$ cat src/rtl/cr_pkg.sv
package cr_pkg;

  localparam int FIELD_W = 4;

  // position of each flag counted from the field MSB
  localparam int FLG_LT = 0;
  localparam int FLG_GT = 1;
  localparam int FLG_EQ = 2;
  localparam int FLG_SO = 3;

  typedef enum logic [2:0] {
    CRB_AND  = 3'd0,
    CRB_OR   = 3'd1,
    CRB_XOR  = 3'd2,
    CRB_NAND = 3'd3,
    CRB_NOR  = 3'd4,
    CRB_EQV  = 3'd5,
    CRB_ANDC = 3'd6,
    CRB_ORC  = 3'd7
  } crb_op_e;

endpackage

$ cat src/rtl/cr_flag_gen.sv
module cr_flag_gen #(
  parameter int OPND_W = 32
) (
  input  logic [OPND_W-1:0]          lhs,
  input  logic [OPND_W-1:0]          rhs,
  input  logic                       is_signed,
  input  logic                       ovf_sticky,
  output logic [cr_pkg::FIELD_W-1:0] flags
);
  import cr_pkg::*;

  logic lt_s, lt_u, lt, eq, gt;

  always_comb begin
    lt_s = $signed(lhs) < $signed(rhs);
    lt_u = lhs < rhs;
    eq   = lhs == rhs;
    lt   = is_signed ? lt_s : lt_u;
    gt   = !lt && !eq;
    flags = '0;
    flags[FIELD_W-1-FLG_LT] = lt;
    flags[FIELD_W-1-FLG_GT] = gt;
    flags[FIELD_W-1-FLG_EQ] = eq;
    flags[FIELD_W-1-FLG_SO] = ovf_sticky;
  end

endmodule

$ cat src/rtl/cr_bit_op.sv
module cr_bit_op #(
  parameter int CR_W  = 32,
  parameter int IDX_W = 5
) (
  input  logic [CR_W-1:0]  cr_cur,
  input  logic [2:0]       op,
  input  logic [IDX_W-1:0] src_a,
  input  logic [IDX_W-1:0] src_b,
  output logic             result
);
  import cr_pkg::*;

  logic    bit_a, bit_b;
  crb_op_e op_e;

  always_comb begin
    bit_a = cr_cur[CR_W-1-int'(src_a)];
    bit_b = cr_cur[CR_W-1-int'(src_b)];
    op_e  = crb_op_e'(op);
    case (op_e)
      CRB_AND:  result = bit_a & bit_b;
      CRB_OR:   result = bit_a | bit_b;
      CRB_XOR:  result = bit_a ^ bit_b;
      CRB_NAND: result = ~(bit_a & bit_b);
      CRB_NOR:  result = ~(bit_a | bit_b);
      CRB_EQV:  result = ~(bit_a ^ bit_b);
      CRB_ANDC: result = bit_a & ~bit_b;
      CRB_ORC:  result = bit_a | ~bit_b;
      default:  result = 1'b0;
    endcase
  end

endmodule

$ cat src/rtl/cr_field_slot.sv
module cr_field_slot #(
  parameter int FW = 4,
  parameter int PW = 2
) (
  input  logic          clk,
  input  logic          rst_n,
  input  logic          cmp_hit,
  input  logic [FW-1:0] cmp_flags,
  input  logic          bop_hit,
  input  logic [PW-1:0] bop_pos,
  input  logic          bop_bit,
  input  logic          int_hit,
  input  logic [FW-1:0] int_flags,
  input  logic          fp_hit,
  input  logic [FW-1:0] fp_flags,
  output logic [FW-1:0] field_q
);

  logic [FW-1:0] field_d;
  logic          field_en;

  always_comb begin
    field_en = cmp_hit | bop_hit | int_hit | fp_hit;
    field_d  = field_q;
    if (cmp_hit) begin
      field_d = cmp_flags;
    end else if (bop_hit) begin
      field_d[FW-1-int'(bop_pos)] = bop_bit;
    end else if (int_hit) begin
      field_d = int_flags;
    end else if (fp_hit) begin
      field_d = fp_flags;
    end
  end

  always_ff @(posedge clk or negedge rst_n) begin
    if (!rst_n) begin
      field_q <= '0;
    end else if (field_en) begin
      field_q <= field_d;
    end
  end

  // compare owns the field when present
  a_r7_cmp_wins: assert property (@(posedge clk) disable iff (!rst_n)
    cmp_hit |=> field_q == $past(cmp_flags));

  // integer beats floating point when nothing higher targets the field
  a_r7_int_over_fp: assert property (@(posedge clk) disable iff (!rst_n)
    (int_hit && !cmp_hit && !bop_hit) |=> field_q == $past(int_flags));

  // destination bit takes the operation result
  a_r6_bop_lands: assert property (@(posedge clk) disable iff (!rst_n)
    (bop_hit && !cmp_hit) |=> field_q[FW-1-int'($past(bop_pos))] == $past(bop_bit));

  // a compare raises exactly one relation flag
  a_r5_one_relation: assert property (@(posedge clk) disable iff (!rst_n)
    cmp_hit |-> $countones(cmp_flags[FW-1:1]) == 1);

  // no request leaves the field untouched
  a_r9_hold: assert property (@(posedge clk) disable iff (!rst_n)
    !(cmp_hit || bop_hit || int_hit || fp_hit) |=> $stable(field_q));

endmodule

$ cat src/rtl/cr_field_unit.sv
module cr_field_unit #(
  parameter int NUM_FIELDS = 8,
  parameter int OPND_W     = 32,
  localparam int FW        = cr_pkg::FIELD_W,
  localparam int CR_W      = NUM_FIELDS * FW,
  localparam int IDX_W     = $clog2(CR_W),
  localparam int SEL_W     = $clog2(NUM_FIELDS),
  localparam int PW        = $clog2(FW)
) (
  input  logic              clk,
  input  logic              rst_n,
  input  logic              int_vld,
  input  logic [OPND_W-1:0] int_value,
  input  logic              int_signed,
  input  logic              int_ovf_sticky,
  input  logic              fp_vld,
  input  logic [FW-1:0]     fp_flags,
  input  logic              cmp_vld,
  input  logic [SEL_W-1:0]  cmp_field,
  input  logic [OPND_W-1:0] cmp_lhs,
  input  logic [OPND_W-1:0] cmp_rhs,
  input  logic              cmp_signed,
  input  logic              cmp_ovf_sticky,
  input  logic              bop_vld,
  input  logic [2:0]        bop_op,
  input  logic [IDX_W-1:0]  bop_src_a,
  input  logic [IDX_W-1:0]  bop_src_b,
  input  logic [IDX_W-1:0]  bop_dst,
  input  logic [IDX_W-1:0]  test_idx,
  output logic              test_bit,
  output logic [CR_W-1:0]   cr_out
);

  logic [1:0]      rst_sync;
  logic            core_rst_n;
  logic [CR_W-1:0] cr_q;
  logic [FW-1:0]   int_flg, cmp_flg;
  logic            bop_res;

  // asynchronous assert, synchronous release
  always_ff @(posedge clk or negedge rst_n) begin
    if (!rst_n) begin
      rst_sync <= 2'b00;
    end else begin
      rst_sync <= {rst_sync[0], 1'b1};
    end
  end
  assign core_rst_n = rst_sync[1];

  cr_flag_gen #(.OPND_W(OPND_W)) u_int_flags (
    .lhs        (int_value),
    .rhs        ('0),
    .is_signed  (int_signed),
    .ovf_sticky (int_ovf_sticky),
    .flags      (int_flg)
  );

  cr_flag_gen #(.OPND_W(OPND_W)) u_cmp_flags (
    .lhs        (cmp_lhs),
    .rhs        (cmp_rhs),
    .is_signed  (cmp_signed),
    .ovf_sticky (cmp_ovf_sticky),
    .flags      (cmp_flg)
  );

  cr_bit_op #(.CR_W(CR_W), .IDX_W(IDX_W)) u_bop (
    .cr_cur (cr_q),
    .op     (bop_op),
    .src_a  (bop_src_a),
    .src_b  (bop_src_b),
    .result (bop_res)
  );

  for (genvar f = 0; f < NUM_FIELDS; f++) begin : g_field
    logic          cmp_hit_f, bop_hit_f, int_hit_f, fp_hit_f;
    logic [FW-1:0] field_q;

    assign cmp_hit_f = cmp_vld && (cmp_field == SEL_W'(f));
    assign bop_hit_f = bop_vld && (bop_dst[IDX_W-1:PW] == SEL_W'(f));
    assign int_hit_f = (f == 0) ? int_vld : 1'b0;
    assign fp_hit_f  = (f == 1) ? fp_vld  : 1'b0;

    cr_field_slot #(.FW(FW), .PW(PW)) u_slot (
      .clk       (clk),
      .rst_n     (core_rst_n),
      .cmp_hit   (cmp_hit_f),
      .cmp_flags (cmp_flg),
      .bop_hit   (bop_hit_f),
      .bop_pos   (bop_dst[PW-1:0]),
      .bop_bit   (bop_res),
      .int_hit   (int_hit_f),
      .int_flags (int_flg),
      .fp_hit    (fp_hit_f),
      .fp_flags  (fp_flags),
      .field_q   (field_q)
    );

    assign cr_q[CR_W-1-f*FW -: FW] = field_q;
  end

  assign cr_out   = cr_q;
  assign test_bit = cr_q[CR_W-1-int'(test_idx)];

  // register reads zero after any cycle spent in reset
  a_r1_reset_clear: assert property (@(posedge clk)
    !core_rst_n |=> cr_q == '0);

  // integer and floating-point updates coexist in separate fields
  a_r10_int_fp_together: assert property (@(posedge clk) disable iff (!core_rst_n)
    (int_vld && fp_vld && !cmp_vld && !bop_vld)
      |=> (cr_q[CR_W-1 -: FW] == $past(int_flg)) && (cr_q[CR_W-1-FW -: FW] == $past(fp_flags)));

endmodule

$ cat config.mk
export PLATFORM = sky130hd
export DESIGN_NAME = cr_field_unit
export DESIGN_NICKNAME = d
export VERILOG_FILES = /design/src/rtl/cr_pkg.sv /design/src/rtl/cr_flag_gen.sv /design/src/rtl/cr_bit_op.sv /design/src/rtl/cr_field_slot.sv /design/src/rtl/cr_field_unit.sv
export SDC_FILE = /design/constraint.sdc
export NUM_CORES = 1
export LEC_CHECK = 0
export ABC_AREA = 1
export BUFFER_PORTS_ARGS = -buffer_cell sky130_fd_sc_hd__buf_2
export CAP_MARGIN = 20
export CELL_PAD_IN_SITES_DETAIL_PLACEMENT = 0
export CELL_PAD_IN_SITES_GLOBAL_PLACEMENT = 1
export CORE_MARGIN = 4
export CORE_UTILIZATION = 35
export CTS_CLUSTER_DIAMETER = 200
export DETAILED_ROUTE_END_ITERATION = 10
export GPL_TIMING_DRIVEN = 0
export HOLD_SLACK_MARGIN = 0.06
export PLACE_DENSITY_LB_ADDON = 0.1
export SLEW_MARGIN = 20
export SYNTH_ARGS = -nofsm -noshare
export SYNTH_HDL_FRONTEND = slang
export SYNTH_SLANG_ARGS = --single-unit
$ cat constraint.sdc
create_clock -name clk -period 1.88 [get_ports clk]
set_input_delay 0.094 -clock clk [delete_from_list [all_inputs] [get_ports clk]]
set_output_delay 0.094 -clock clk [all_outputs]
set_load 0.05 [all_outputs]
==> results.cfg, run 1 <==
[run_status]
status = finished with violations
violations = setup timing

[place]
place_congestion = 0.854
dp_slack_ns = -0.781
io_buffers = 168
hpwlAfterDp_um = 12300

[detailed_routing]
routed_via_density = 5.17
drt-pass1-iter-count = 5
ant_nets = 0
drt-total-wl_um = 15000
num_vias = 5129
drcViolationCount = 0
drt_iter0_markers = 288
wl_per_cell_um = 15.1

[clocking]
clock_sinks = 34
cts_htree_levels = 2
root_buffer = clkbuf_16
insertion_delay_ns = 0.28
path_clk_slew_ns = 0.06
clockBufferDepth = 2
tritoncts = yes
cts_made_buffers = 5

[synthesis]
ys_seq_elements = 34
syn_nets = 826
yosysTopAreaCellShare = 0.212
synth_compound_area_frac = 0.256
synth-xor-area-share = 0
synth_top_family_by_area = simple AND/OR/NAND/NOR gates
synthSimpleGateAreaFrac = 0.299
synthAdderAreaFrac = 0.112
ys.flop_type = dfrtp_1
ys_async_sr_fraction = 1.00
muxShareOfSynthArea = 0
synth.distinct_cells = 37
yosysTopAreaCell = dfrtp_1
ys_seq_area_frac = 0.212
netlist_area_sq_um = 4020
synth_edf_count = 0
yosysWarnings = 0
synth_area_leaders = dfrtp_1 21%, ha_1 11%, nor2_1 10%, nand2_1 10%, inv_1 9.2%
synthCells = 654
avgSynthCellArea_sq_um = 6.14

[layout]
final_util = 0.523
drive_above_1_share = 0.389
area_growth_pct = 43.7
regArea_sq_um = 891
antenna_cells = 0
fill_cells = 1142
nets = 1024
multi_input_area_sq_um = 2950

[global_route]
grtUsageTotal = 0.220
grt_max_degree = 22
grt_overflow = 0
grt_pass1_vias = 4831
antenna_found_initial = 0
grt_pass1_wl_um = 23400

[timing]
maxSlewViolCount = 0
fin_skew_ns = 0.00466
finalCriticalPeriod_ns = 2.57
final_hold_viol_count = 0
fin_crit_sh = 1.37
grt_setup_unrepaired = true
relSlewSlack = 0.580
worst_slack_ns = -0.689
worst_slew_pin_slew_ns = 0.628
tns_ns = -18.59
holdWs_ns = 0.114
finalSetupViolCount = 32
clock.fmax_mhz = 389

[critical_path]
worstSetupEndpointType = flop
slowest_stage = dfrtp_2
required_ns = 2.07
cpLargestDelayFamily = compound AO/OA/AOI/OAI gates
crit_arrival_ns = 2.76
start_kind = flop
cpPeakStageDelay_ns = 0.45
critPathKind = reg -> reg
cp_num_buf_inv = 2
crit_fanout = 5
crit_path_frequent_cell = nand2_1
crit_chain = o21ai_2 > a2bb2oi_2 > a21oi_1 > o21ai_1 > nand2_1 > nand2_1 > o21ai_4 > buf_4 > ha_1 > o211ai_1 > nand2_1 > nand2_2 > nand2_4 > buf_8 > nor2_4 > nand2_1 > a32oi_1
cp_num_cells = 17
reg2regPathDepth = 17

[min_path]
worstHoldPathCells = 3
hp-class = in -> reg

[die]
coreArea_sq_um = 11000
start_util = 0.364
pin_count = 169
die_w_um = 115
chipHeight_um = 115
rows = 38
die-area_sq_um = 13300

[pwr]
ir_drop_mv = 0.521
p_leak_uw = 0.00291
powerDensity_nw_per_um2 = 724

[job]
max_cap_violations = 0
==> cells in the mapped netlist (6+ instances only) <==
cell type	instances
nor2_1	111
o21ai_1	14
a22oi_1	7
inv_2	17
a21oi_1	49
o221ai_1	10
nand3_1	22
o21ai_0	68
o211ai_1	14
nand4_1	8
inv_1	98
dfrtp_1	34
ha_1	36
nor4_1	6
buf_2	7
nand2_1	110
==> cell type report <==
type | instances | share of cell area
tap | 140 | 0.0303
clock inverter | 3 | 0.00694
inverter | 115 | 0.0761
buffer | 10 | 0.0121
clock buffer | 5 | 0.0217
timing repair buffer | 191 | 0.187
sequential | 34 | 0.154
multi-input combinational | 495 | 0.511
==> registers in the layout, indices dropped and copies added (netlist names) <==
register                count
g_field.u_slot.field_q     32
rst_sync                    2
==> cell usage in the layout, fill, tap and decap left out, types with 4 or more instances in the layout <==
cell       instances
buf_2            172
nor2_1           108
nand2_1           97
inv_1             92
o21ai_0           45
a21oi_1           42
ha_1              35
dfrtp_2           32
o21ai_1           28
inv_2             21
buf_4             17
nand2_2           16
nand3_1           14
o211ai_1          14
o221ai_1           9
o21ai_2            9
nand3_2            9
nand4_1            8
a21oi_2            7
nor2_2             7
nor4_1             6
a22oi_2            5
clkbuf_16          5
nor2_4             4
==> power by group <==
group | internal [uW] | switching [uW]
clock | 620 | 321
combinational | 764 | 1330
sequential | 901 | 247
total | 2280 | 1890
==> metal layers <==
metal,GRT usage,vias to the layer above,part of all wire
met5,0,-,0
met4,0.0501,0,0.011
met3,0.0226,15,0.060
met2,0.389,175,0.49
met1,0.287,2358,0.44
li1,-,2581,-
==> cells by family after synthesis <==
family	count (synthesis)
other	1
AND/OR/NAND/NOR	279
flip-flops	34
AO/OA/AOI/OAI	179
buffers and inverters	125
adder cells (fa/ha/maj)	36
==> stage by stage <==
| step | cells | power [uW] | cell area (sq um) |
|---|---|---|---|
| 3_3_place_gp | 962 | 2880 | 5130 |
| 6_report | 993 | 4180 | 5770 |
| 4_1_cts | 980 | 3970 | 5440 |
| 3_5_place_dp | 963 | 2930 | 5160 |
| 2_1_floorplan | 654 | 2300 | 4120 |
| 5_1_grt | 993 | 4420 | 5770 |
==> what timing repair did <==
item                                   CTS  global route
buffers inserted                         7            13
endpoints found under the hold margin    2             0
cloned                                   1             0
setup endpoints to repair               32            33
hold buffers                             1             0
pin swaps                                8            33
resized for setup                       16            67
==> final timing paths <==
| check | end | from | slack [ns] |
|---|---|---|---|
| max | g_field[1].u_slot.field_q[1]$_DFFE_PN0P_ | g_field[2].u_slot.field_q[2]$_DFFE_PN0P_ | -0.69 |
| min | g_field[0].u_slot.field_q[0]$_DFFE_PN0P_ | cmp_ovf_sticky | 0.11 |
| max reg2reg | g_field[1].u_slot.field_q[1]$_DFFE_PN0P_ | g_field[2].u_slot.field_q[2]$_DFFE_PN0P_ | -0.69 |
| min reg2reg | g_field[0].u_slot.field_q[0]$_DFFE_PN0P_ | rst_sync[1]$_DFF_PN0_ | 0.18 |
| max in group asynchronous | g_field[7].u_slot.field_q[1]$_DFFE_PN0P_ | rst_sync[1]$_DFF_PN0_ | 1.27 |
| min in group asynchronous | rst_sync[1]$_DFF_PN0_ | rst_n | 0.12 |
==> worst reg2reg max path, delay by kind of cell (launching register included) <==
kind / cells / cell delay, ns
adders and majority gates: 1 / 0.19
DFF: 1 / 0.45
and+or+nand+nor: 7 / 0.64
AOI/OAI and AO/OA: 7 / 0.88
buffers and inverters: 2 / 0.30
No activity file was read; power rests on OpenSTA's default activity.
==> inputs of run 2 (changes only) <==
--- a/config.mk
+++ b/config.mk
@@ -11,7 +11,8 @@
 export CELL_PAD_IN_SITES_DETAIL_PLACEMENT = 0
 export CELL_PAD_IN_SITES_GLOBAL_PLACEMENT = 1
 export CORE_MARGIN = 4
-export CORE_UTILIZATION = 35
+export CORE_UTILIZATION = 36
+export CTS_BUF_LIST = sky130_fd_sc_hd__clkbuf_2
 export CTS_CLUSTER_DIAMETER = 200
 export DETAILED_ROUTE_END_ITERATION = 10
 export GPL_TIMING_DRIVEN = 0
==> run 2 against run 1 <==
Effect of this change: non-clock buffer count increased by 8; combinational power about the same; via count increased by 1.4%; flip-flop and latch count unchanged; hold slack got worse by 0.037 ns; highest routed layer unchanged; sequential share of layout area increased by 0.13 points; fmax decreased by 2.0%; cell count increased by 0.81%; first-iteration DRC count increased by 43%; the flow still finishes with violations (setup timing); clock skew increased by 0.012 ns; global-route usage increased by 0.38 points; routed wire length decreased by 0.33%.
==> results.cfg, run 2 (same netlist as run 1, synthesis figures left out) <==
[min_path]
hp-class = in -> reg
worstHoldStart = bop_dst[0]

[critical_path]
start_kind = flop
r2r-start = g_field[6].u_slot.field_q[2]$_DFFE_PN0P_
critPathKind = reg -> reg
crit_fanout = 5
cp-startpoint = g_field[6].u_slot.field_q[2]$_DFFE_PN0P_
cp_num_buf_inv = 3
worstSetupEndpointType = flop
crit_chain = nand2_1 > o21ai_1 > a21oi_1 > a21oi_1 > o21ai_1 > nand2_1 > nand2_1 > o21ai_2 > inv_2 > ha_4 > inv_2 > nand2_2 > o21ai_2 > o211ai_1 > nand2_4 > buf_8 > nor2_4 > nand2_1 > a32oi_2
cpPeakStageDelay_ns = 0.49
crit_path_frequent_cell = nand2_1
slowest_stage = dfrtp_2
crit_arrival_ns = 2.96
required_ns = 2.22
cpLargestDelayFamily = compound AO/OA/AOI/OAI gates

[timing]
maxSlewViolCount = 0
holdWs_ns = 0.0774
fin_skew_ns = 0.0165
clock.fmax_mhz = 382
worst_slack_ns = -0.741
finalCriticalPeriod_ns = 2.62
finalSetupViolCount = 33
final_hold_viol_count = 0
worst_slew_pin_slew_ns = 0.732
fin_crit_sh = 1.39
relSlewSlack = 0.512
grt_setup_unrepaired = true

[place]
postPlaceCellArea_sq_um = 5130
dp_slack_ns = -0.771
place_congestion = 0.885
io_buffers = 168
hpwlAfterDp_um = 12000

[detailed_routing]
drt-pass1-iter-count = 5
drt-total-wl_um = 15000
drcViolationCount = 0
wl_per_cell_um = 14.9
met2_length_um = 7100
route.top_layer_used = met4
drt_iter0_markers = 412
num_vias = 5201
ant_nets = 0
routed-wl-met3_um = 942
wl_met1_um = 6540
routed_via_density = 5.20

[layout]
largest_reg_flops = 32
drive_above_1_share = 0.380
final_common_cell = buf_2
nets = 1032
regMostFlops = g_field.u_slot.field_q
largestRegisters = g_field.u_slot.field_q: 32 flops, rst_sync: 2 flops
area_growth_pct = 42.5
final_cell_area_sq_um = 5720
mostFrequentLayoutCells = 173 x buf_2, 109 x nor2_1, 100 x nand2_1
antenna_cells = 0
final_util = 0.526

[clocking]
path_clk_slew_ns = 0.20
clockBufferDepth = 2
clock_sinks = 34
cts_made_buffers = 5
root_buffer = clkbuf_2
tritoncts = yes
cts_htree_levels = 2
insertion_delay_ns = 0.40

[pwr]
ir_drop_mv = 0.474
p_leak_uw = 0.00291
powerDensity_nw_per_um2 = 629

[die]
die-area_sq_um = 12900
die_w_um = 114
pin_count = 169
chipHeight_um = 114
coreArea_sq_um = 10900
rows = 38
start_util = 0.369

[global_route]
grtUsageTotal = 0.223
grt_pass1_vias = 5055
grt_max_degree = 33
antenna_found_initial = 0
grt_overflow = 0
grt_pass1_wl_um = 23500

[run_status]
violations = setup timing
status = finished with violations

[job]
max_cap_violations = 0
run 2: through the flow:
step	instances	setup TNS, ns	power [uW]
6_report	1001	-20.39	3600
5_1_grt	1001	-25.70	3840
4_1_cts	986	-18.94	3380
3_5_place_dp	962	-21.68	2910
3_3_place_gp	962	-19.64	2870
2_1_floorplan	654	-13.19	2300
run 2: power by group:
group,switching (uW),internal (uW),total (uW)
Sequential,244,898,1140
Clock,279,91.4,370
Combinational,1320,771,2090
run 2: area by class of cell:
cell class	instances	area [sq um]
Fill cell	1121	5160
Tap cell	140	175
Inverter	115	434
Buffer	10	67.6
Clock buffer	6	30.0
Timing Repair Buffer	199	1160
Clock inverter	2	8.76
Multi-Input combinational cell	495	2960
Sequential cell	34	891
run 2: path summary, 6_finish.rpt:
check                                                           end  slack [ns]  depth (start not counted)
setup / recovery           g_field[1].u_slot.field_q[1]$_DFFE_PN0P_       -0.74                         19
hold / removal             g_field[3].u_slot.field_q[3]$_DFFE_PN0P_        0.08                          4
setup reg to reg           g_field[1].u_slot.field_q[1]$_DFFE_PN0P_       -0.74                         19
hold reg to reg            g_field[3].u_slot.field_q[3]$_DFFE_PN0P_        0.33                          0
max in group asynchronous  g_field[0].u_slot.field_q[1]$_DFFE_PN0P_        1.04                          0
min in group asynchronous  g_field[3].u_slot.field_q[3]$_DFFE_PN0P_        0.33                          0
run 2: what timing repair did:
item,in CTS,in global routing
pin swaps,7,17
hold buffers,8,0
endpoints found under the hold margin,7,0
gates resized for setup,16,54
endpoints found under the setup margin,33,33
buffers inserted,7,14
gates cloned,1,1
run 2: per-layer routing:
layer	vias to the layer above	track usage
met3	29	0.0233
met4	0	0.0705
met2	203	0.384
met1	2377	0.294
met5	-	0
li1	2592	-
run 2: worst reg2reg max path, delay by kind of cell, from the launching register on:
| kind | cells | cell delay [ns] |
|---|---|---|
| AO/OA/AOI/OAI | 8 | 0.96 |
| flip-flops | 1 | 0.49 |
| buffers and inverters | 3 | 0.30 |
| AND/OR/NAND/NOR | 7 | 0.69 |
| adder cells (fa/ha/maj) | 1 | 0.12 |
==> inputs of run 3 (changes only) <==
--- a/config.mk
+++ b/config.mk
@@ -6,7 +6,7 @@
 export NUM_CORES = 1
 export LEC_CHECK = 0
 export ABC_AREA = 1
-export BUFFER_PORTS_ARGS = -buffer_cell sky130_fd_sc_hd__buf_2
+export BUFFER_PORTS_ARGS = -buffer_cell sky130_fd_sc_hd__buf_4
 export CAP_MARGIN = 20
 export CELL_PAD_IN_SITES_DETAIL_PLACEMENT = 0
 export CELL_PAD_IN_SITES_GLOBAL_PLACEMENT = 1
==> run 3 against run 2 <==
Effect of this change: the flow still finishes with violations (setup timing); highest routed layer unchanged; first-iteration DRC count shrank 15%; register-to-register slack better by 0.07 ns; sequential share of layout area decreased by 0.82 points; clock power fell by 5%; clock-buffer cell count unchanged; worst setup slack gained 0.070 ns; flip-flop and latch count did not move; combinational power grew 5%; fmax is 2.7% higher; hold slack better by 0.0022 ns.
==> results.cfg, run 3 (same netlist as run 1, synthesis figures left out) <==
[job]
max_cap_violations = 0

[place]
postPlaceCellArea_sq_um = 5550
hpwlAfterDp_um = 12100
place_congestion = 0.942
dp_cells = 962
io_buffers = 168
dp_slack_ns = -0.736

[detailed_routing]
drt-pass1-iter-count = 8
ant_nets = 0
drt_iter0_markers = 349
num_vias = 5193
wl_per_cell_um = 15.1
drcViolationCount = 0
drt-total-wl_um = 15100
routed_via_density = 5.21

[critical_path]
rrSetupSlack_ns = -0.67
required_ns = 2.20
worstSetupEndpointType = flop
start_kind = flop
slowest_stage = dfrtp_2
cp_num_buf_inv = 4
cpLargestDelayFamily = compound AO/OA/AOI/OAI gates
critPathKind = reg -> reg
crit_chain = buf_4 > o21ai_0 > o22ai_1 > o21ai_1 > nand2_1 > nand2_1 > o21ai_2 > inv_2 > ha_4 > inv_2 > nand2_2 > o21ai_2 > o211ai_1 > nand2_2 > buf_6 > o31ai_2 > nand2_1 > o21ai_1
crit_fanout = 10
cpPeakStageDelay_ns = 0.45
crit_arrival_ns = 2.87
crit_path_frequent_cell = nand2_1

[die]
coreArea_sq_um = 10900
rows = 38
pin_count = 169
die-area_sq_um = 12900
start_util = 0.369
die_w_um = 114
chipHeight_um = 114

[layout]
multi_input_area_sq_um = 2920
final_util = 0.555
regMostFlops = g_field.u_slot.field_q
mostFrequentLayoutCells = 181 x buf_4, 110 x nor2_1, 101 x nand2_1
final_cells = 996
final_cell_area_sq_um = 6040
area_growth_pct = 50.4
final_common_cell = buf_4
antenna_cells = 0
largestRegisters = g_field.u_slot.field_q: 32 flops, rst_sync: 2 flops
drive_above_1_share = 0.379
regArea_sq_um = 891
fill_cells = 1120
nets = 1027
largest_reg_flops = 32

[global_route]
grt_pass1_vias = 5015
grt_pass1_wl_um = 23700
antenna_found_initial = 0
grt_max_degree = 33
grtUsageTotal = 0.224
grt_overflow = 0

[timing]
final_hold_viol_count = 0
clock.fmax_mhz = 392
fin_skew_ns = 0.00486
worst_slew_pin_slew_ns = 0.724
relSlewSlack = 0.517
maxSlewViolCount = 0
finalCriticalPeriod_ns = 2.55
worst_slack_ns = -0.671
fin_crit_sh = 1.36
grt_setup_unrepaired = true
finalSetupViolCount = 32

[pwr]
p_leak_uw = 0.00299
ir_drop_mv = 0.518
powerDensity_nw_per_um2 = 613

[clocking]
clockBufferDepth = 2
cts_htree_levels = 2
clock_sinks = 34
root_buffer = clkbuf_2
cts_made_buffers = 5
insertion_delay_ns = 0.38
tritoncts = yes
path_clk_slew_ns = 0.18

[run_status]
status = finished with violations
violations = setup timing

[min_path]
hp-class = in -> reg
run 3: stage by stage:
step | power, uW | hold slack (ns) | TNS, ns
2_1_floorplan | 2300 | -0.202 | -13.19
3_3_place_gp | 3040 | -0.124 | -18.99
3_5_place_dp | 3080 | -0.122 | -20.70
4_1_cts | 3530 | 0.0658 | -18.58
5_1_grt | 3940 | 0.0731 | -25.98
6_report | 3700 | 0.0796 | -19.08
run 3: timing repair:
item / in CTS / in global routing
endpoints found under the setup margin: 33 / 33
hold buffers: 7 / 0
pin swaps: 5 / 26
resized for setup: 16 / 55
endpoints found under the hold margin: 6 / 0
cloned: 1 / 0
buffers inserted: 6 / 12
run 3: area by class of cell:
type / instances / share of cell area
Multi-Input combinational cell: 495 / 0.483
Timing Repair Buffer: 194 / 0.250
Sequential cell: 34 / 0.147
Inverter: 115 / 0.0731
Tap cell: 140 / 0.0290
Buffer: 10 / 0.0106
Clock buffer: 6 / 0.00497
Clock inverter: 2 / 0.00145
run 3: layer usage:
metal / up-vias / share of wire / GRT usage / wire length, um
met5: - / 0 / 0 / 0
met4: 0 / 0.030 / 0.0825 / 450
met3: 37 / 0.060 / 0.0212 / 905
met2: 203 / 0.47 / 0.387 / 7120
met1: 2363 / 0.44 / 0.290 / 6600
li1: 2590 / - / - / -
run 3: power by group:
part / total (uW) / internal [uW] / switching (uW)
clock network: 352 / 91.5 / 260
registers: 1160 / 898 / 261
logic: 2190 / 888 / 1310
run 3: worst paths after layout:
kind | from | to | depth (start not counted)
setup / recovery | g_field[7].u_slot.field_q[1]$_DFFE_PN0P_ | g_field[2].u_slot.field_q[0]$_DFFE_PN0P_ | 18
hold / removal | fp_flags[2] | g_field[1].u_slot.field_q[2]$_DFFE_PN0P_ | 5
setup reg to reg | g_field[7].u_slot.field_q[1]$_DFFE_PN0P_ | g_field[2].u_slot.field_q[0]$_DFFE_PN0P_ | 18
hold reg to reg | rst_sync[1]$_DFF_PN0_ | g_field[0].u_slot.field_q[3]$_DFFE_PN0P_ | 0
max in group asynchronous | rst_sync[1]$_DFF_PN0_ | g_field[6].u_slot.field_q[3]$_DFFE_PN0P_ | 0
min in group asynchronous | rst_sync[1]$_DFF_PN0_ | g_field[0].u_slot.field_q[3]$_DFFE_PN0P_ | 0
run 3: worst reg2reg max path, stage by stage, from the launching register on:
cell and delay (ns):
dfrtp_2 0.45, buf_4 0.15, o21ai_0 0.15, o22ai_1 0.11, o21ai_1 0.12, nand2_1 0.09
nand2_1 0.08, o21ai_2 0.08, inv_2 0.08, ha_4 0.13, inv_2 0.03, nand2_2 0.07
o21ai_2 0.06, o211ai_1 0.19, nand2_2 0.13, buf_6 0.18, o31ai_2 0.23, nand2_1 0.09
o21ai_1 0.08
